[config.mk]
export PLATFORM = sky130hd
export DESIGN_NAME = host_wdog
export DESIGN_NICKNAME = d
export VERILOG_FILES = /design/src/rtl/host_wdog_pkg.sv /design/src/rtl/host_wdog_sync.sv /design/src/rtl/host_wdog_timer.sv /design/src/rtl/host_wdog_pulse.sv /design/src/rtl/host_wdog.sv
export SDC_FILE = /design/constraint.sdc
export NUM_CORES = 1
export LEC_CHECK = 0
export CAP_MARGIN = 20
export CORE_MARGIN = 2
export CORE_UTILIZATION = 50
export CTS_BUF_LIST = sky130_fd_sc_hd__clkbuf_8 sky130_fd_sc_hd__clkbuf_16
export DETAILED_ROUTE_END_ITERATION = 12
export GPL_ROUTABILITY_DRIVEN = 0
export MAX_ROUTING_LAYER = met4
export PLACE_DENSITY = 0.79
export SETUP_SLACK_MARGIN = 0.15
export SYNTH_ARGS = -nofsm -noshare
export SYNTH_HDL_FRONTEND = slang
export SYNTH_SLANG_ARGS = --single-unit
[constraint.sdc]
create_clock -name clk -period 6.45 [get_ports clk]
set_input_delay 1.29 -clock clk [delete_from_list [all_inputs] [get_ports clk]]
set_output_delay 1.29 -clock clk [all_outputs]
set_load 0.005 [all_outputs]
[src/rtl/host_wdog_pkg.sv]
package host_wdog_pkg;
  // flops in the kick-pin synchronizer, before the edge-detect flop
  localparam int unsigned SYNC_DEPTH = 2;
endpackage

[src/rtl/host_wdog_sync.sv]
module host_wdog_sync #(
  parameter int unsigned STAGES = host_wdog_pkg::SYNC_DEPTH
) (
  input  logic clk,
  input  logic rst,
  input  logic pin,
  output logic toggle
);
  // chain[STAGES-1] is the synchronized level, chain[STAGES] its delayed copy
  logic [STAGES:0] chain;

  always_ff @(posedge clk) begin
    if (rst) chain <= '0;
    else     chain <= {chain[STAGES-1:0], pin};
  end

  // any level change, rising or falling
  assign toggle = chain[STAGES] ^ chain[STAGES-1];
endmodule

[src/rtl/host_wdog_timer.sv]
module host_wdog_timer #(
  parameter int unsigned CNT_W = 16
) (
  input  logic             clk,
  input  logic             rst,
  input  logic             en,
  input  logic             restart,
  input  logic [CNT_W-1:0] limit,
  output logic             expire
);
  logic [CNT_W-1:0] cnt_q;
  logic [CNT_W-1:0] term;

  // limits 0 and 1 both give a one-cycle period
  assign term   = (limit == '0) ? '0 : limit - 1'b1;
  assign expire = en && !restart && (cnt_q == term);

  always_ff @(posedge clk) begin
    if (rst || !en || restart || expire) cnt_q <= '0;
    else                                 cnt_q <= cnt_q + 1'b1;
  end
endmodule

[src/rtl/host_wdog_pulse.sv]
module host_wdog_pulse #(
  parameter int unsigned LEN = 8
) (
  input  logic clk,
  input  logic rst,
  input  logic fire,
  output logic out_n
);
  localparam int unsigned PW = $clog2(LEN + 1);
  localparam logic [PW-1:0] LEN_V = PW'(LEN);

  logic [PW-1:0] left_q, left_d;

  always_comb begin
    if (fire)              left_d = LEN_V;
    else if (left_q != '0) left_d = left_q - 1'b1;
    else                   left_d = '0;
  end

  always_ff @(posedge clk) begin
    if (rst) begin
      left_q <= '0;
      out_n  <= 1'b1;
    end else begin
      left_q <= left_d;
      out_n  <= (left_d == '0);
    end
  end
endmodule

[src/rtl/host_wdog.sv]
module host_wdog #(
  parameter int unsigned CNT_W     = 16,
  parameter int unsigned PULSE_LEN = 8
) (
  input  logic             clk,
  input  logic             rst,
  input  logic             wd_en,
  input  logic             pulse_en,
  input  logic [CNT_W-1:0] timeout_cycles,
  input  logic             kick_in,
  input  logic             sts_clr,
  output logic             rst_out_n,
  output logic             timeout_sts
);
  logic kick_evt;
  logic expire;

  host_wdog_sync #(.STAGES(host_wdog_pkg::SYNC_DEPTH)) u_sync (
    .clk(clk), .rst(rst), .pin(kick_in), .toggle(kick_evt)
  );

  host_wdog_timer #(.CNT_W(CNT_W)) u_timer (
    .clk(clk), .rst(rst), .en(wd_en), .restart(kick_evt),
    .limit(timeout_cycles), .expire(expire)
  );

  host_wdog_pulse #(.LEN(PULSE_LEN)) u_pulse (
    .clk(clk), .rst(rst), .fire(expire && pulse_en), .out_n(rst_out_n)
  );

  // sticky flag: a new expiry beats a clear in the same cycle
  always_ff @(posedge clk) begin
    if (rst)          timeout_sts <= 1'b0;
    else if (expire)  timeout_sts <= 1'b1;
    else if (sts_clr) timeout_sts <= 1'b0;
  end
endmodule

==> impl_metrics.env <==
export IMPL_outcome="complete, no violations"
export IMPL_synth_nets=253
export IMPL_comb_power_share=0.284
export IMPL_yosys_warnings=0
export IMPL_hold_class="reg -> reg"
export IMPL_postCtsResizedCells=0
export IMPL_leakagePower_uw=0.000711
export IMPL_seqPwrFrac=0.473
export IMPL_final_hold_viol_count=0
export IMPL_worstSetupEndpointType="flop"
export IMPL_p_int_uw=266
export IMPL_arrival_ns=4.52
export IMPL_ir_drop_v=0.000135
export IMPL_postSynthCellCount=228
export IMPL_path_cells="clkdlybuf4s50_1 -> inv_1 -> ha_1 -> nor3b_2 -> and4_1 -> a211oi_1 -> a31oi_1 -> o2111ai_1 -> a2111o_1 -> o31ai_4 -> nor2_1"
export IMPL_layout_drive_gt1_share=0.0661
export IMPL_rsz0062_at_grt="no"
export IMPL_insertion_delay_ns=0.27
export IMPL_cts_max_path_buffers=2
export IMPL_diodes=0
export IMPL_grt_max_degree=16
export IMPL_overflow=0
export IMPL_crit_fanout=15
export IMPL_period_needed_ns=4.39
export IMPL_power_density_nw_per_um2=175
export IMPL_startpoint="timeout_cycles[0]"
export IMPL_start_kind="primary input"
export IMPL_skew_ns=0.00748
export IMPL_first_iter_violations=156
export IMPL_cts_sinks=25
export IMPL_min_path_cells=1
export IMPL_synthFlopType="dfxtp_1"
export IMPL_fin_ws_ns=2.06
export IMPL_switching_power_uw=109
export IMPL_hold_start="u_sync.chain[0]"
export IMPL_dp_hpwl_mm=3.15
export IMPL_setup_viol=0
export IMPL_first_pass_iters=4
export IMPL_cp_required_ns=6.58
export IMPL_final_util=0.588
export IMPL_ant_nets=0
export IMPL_critical_path_reg2reg_startpoint="u_timer.cnt_q[8]"
export IMPL_area_growth_pct=13.7
export IMPL_synth_seq_cells=25
export IMPL_portBuffers=23
export IMPL_start_util=0.517
export IMPL_cts_hold_buf=0
export IMPL_crit_type="in -> reg"
export IMPL_hold_path_endpoint="u_sync.chain[1]"
export IMPL_rows=22
export IMPL_p_clk_frac=0.243
export IMPL_core_um2=3630
export IMPL_wirelength_mm=4.22
export IMPL_netlist_area_um2=1880
export IMPL_r2r_cells=7
export IMPL_clk_pin_slew_worst_paths_ns=0.09
export IMPL_num_io_pins=24
export IMPL_postCtsSetupRepairBufs=0
export IMPL_dp_cells=286
export IMPL_max_slew_worst_pin_slew_ns=0.705
export IMPL_period_share=0.681
export IMPL_synth_edf_count=0
export IMPL_max_freq_ghz=0.228
export IMPL_die_h_um=65.3
export IMPL_drc_errors=0
export IMPL_fin_setup_tns_ns=0
export IMPL_netSwitchingFraction=0.290
export IMPL_die_w_um=65.3
export IMPL_grt_pass1_vias=1636
export IMPL_pre_cts_ws_ns=1.79
export IMPL_num_vias=1682
export IMPL_cts_tree="built"
export IMPL_numCtsBuffers=3
export IMPL_antenna_found_initial=0
export IMPL_synth_async_sr_flop_share=0
export IMPL_grt_pass1_wl_mm=7.36
export IMPL_cpPeakStageDelay_ns=0.56
export IMPL_ctsRootBufferMaster="clkbuf_8"
export IMPL_cts_htree_levels=1
export IMPL_slowest_stage="o31ai_4"
export IMPL_synth_distinct_cells=59
export IMPL_yosysSeqAreaShare=0.266
export IMPL_wire_per_inst_um=14.5
export IMPL_r2r_end="u_timer.cnt_q[9]"
export IMPL_nets=268
export IMPL_regToRegSetupSlack_ns=3.98
export IMPL_avgViaCountPerCell=5.80
export IMPL_slew_headroom=0.526
export IMPL_die_area_um2=4260
export IMPL_track_usage=0.223
export IMPL_syn_mean_instance_area_um2=8.24
export IMPL_drv_cap=0
export IMPL_finalNonFillerCells=290
export IMPL_drv_slew=0
state kept, by name (all words and copies together) (netlist names):
name,cells
u_sync.chain,3
u_pulse.left_q,4
u_pulse.out_n,1
u_timer.cnt_q,16
timeout_sts,1
layout by cell type, fill, tap and decap left out, drive strengths merged, types with 2 or more instances in the layout:
master          n
nor2           31
dfxtp          25
clkdlybuf4s50  23
nand2          15
xnor2          12
xor2           12
nand3          10
nand4           9
nor3            9
nor4            9
inv             7
nor2b           7
o21ai           6
and3            5
a211oi          4
o22ai           3
a21oi           3
mux2i           3
nand4b          3
o2111ai         3
a31oi           3
ha              3
clkbuf          3
or4             2
a21boi          2
nand2b          2
or3             2
o41ai           2
nor4b           2
o31ai           2
power groups by stage:
| stage | logic, uW | registers, uW | clock network [uW] |
|---|---|---|---|
| floorplan | 72.7 | 179 | 0 |
| global placement | 105 | 180 | 0 |
| detailed placement | 106 | 181 | 0 |
| CTS | 107 | 177 | 95.7 |
| global route | 119 | 180 | 102 |
| finish | 106 | 177 | 90.9 |
how the worst max path moves through the flow:
stage	cells past startpoint	slack (ns)	to
after floorplan	10	2.90	u_timer.cnt_q[1]
after global placement	9	1.92	u_timer.cnt_q[12]
after detailed placement	11	1.79	u_timer.cnt_q[2]
after CTS	11	2.05	u_timer.cnt_q[9]
after global routing	11	1.84	u_timer.cnt_q[8]
final	11	2.06	u_timer.cnt_q[9]
area by class of cell:
| type | instances | area (um^2) |
|---|---|---|
| well taps | 48 | 60.1 |
| flip-flops and latches | 25 | 500 |
| multi-input cells | 183 | 1270 |
| inverters | 7 | 26.3 |
| fillers | 351 | 1500 |
| repair buffers | 23 | 230 |
| clock inverters | 1 | 5.00 |
| clock buffers | 3 | 41.3 |
logic make-up (layout without fill, tap and decap cells):
logic type | Yosys count | after routing | share of synthesized area
flops | 25 | 25 | 0.266
xor+xnor | 24 | 24 | 0.112
buf+inv | 20 | 34 | 0.0560
simple gates | 112 | 112 | 0.356
fa+ha+maj | 3 | 3 | 0.0200
mux | 4 | 4 | 0.0220
compound gates | 40 | 40 | 0.167
synthesized netlist by cell type (2+ instances only):
| library cell | number | area share |
|---|---|---|
| nor2_1 | 30 | 0.060 |
| xnor2_1 | 12 | 0.056 |
| a21oi_1 | 3 | 0.0080 |
| nor2b_1 | 7 | 0.023 |
| o21ai_0 | 5 | 0.013 |
| mux2i_1 | 3 | 0.016 |
| a21boi_0 | 2 | 0.0080 |
| dfxtp_1 | 25 | 0.27 |
| a31oi_1 | 3 | 0.010 |
| o2111ai_1 | 3 | 0.014 |
| xor2_1 | 12 | 0.056 |
| a211oi_1 | 4 | 0.016 |
| or3_1 | 2 | 0.0067 |
| nor4_1 | 5 | 0.017 |
| nand4_1 | 9 | 0.030 |
| buf_6 | 3 | 0.018 |
| inv_1 | 7 | 0.014 |
| nor3_1 | 9 | 0.024 |
| nand2_1 | 15 | 0.030 |
| and3_1 | 5 | 0.017 |
| nand2b_1 | 2 | 0.0067 |
| ha_1 | 3 | 0.020 |
| buf_1 | 2 | 0.0040 |
| nand4b_1 | 3 | 0.014 |
| o22ai_1 | 3 | 0.010 |
| nand3_1 | 10 | 0.027 |
| buf_2 | 3 | 0.0080 |
| or4_4 | 2 | 0.012 |
| nor4_4 | 3 | 0.034 |
| clkbuf_1 | 4 | 0.0080 |
critical path: cells and delay by family:
family,cells,cell delay (ns)
compound gates,5,1.32
fa+ha+maj,1,0.20
simple gates,3,1.05
buf+inv,2,0.65
layer usage:
layer / global-route usage / wire length (um)
met1: 0.282 / 1990
met2: 0.365 / 2040
met5: - / 0
met4: 0.0807 / 55
met3: 0.0325 / 131
stage by stage:
stage	power [uW]	instance area (um^2)	hold slack [ns]
after floorplan	252	1880	0.414
after global placement	285	2090	0.416
after detailed placement	286	2090	0.455
after CTS	380	2140	0.468
after global routing	402	2140	0.479
final	375	2140	0.465
Power figures use the tool's default switching activity.
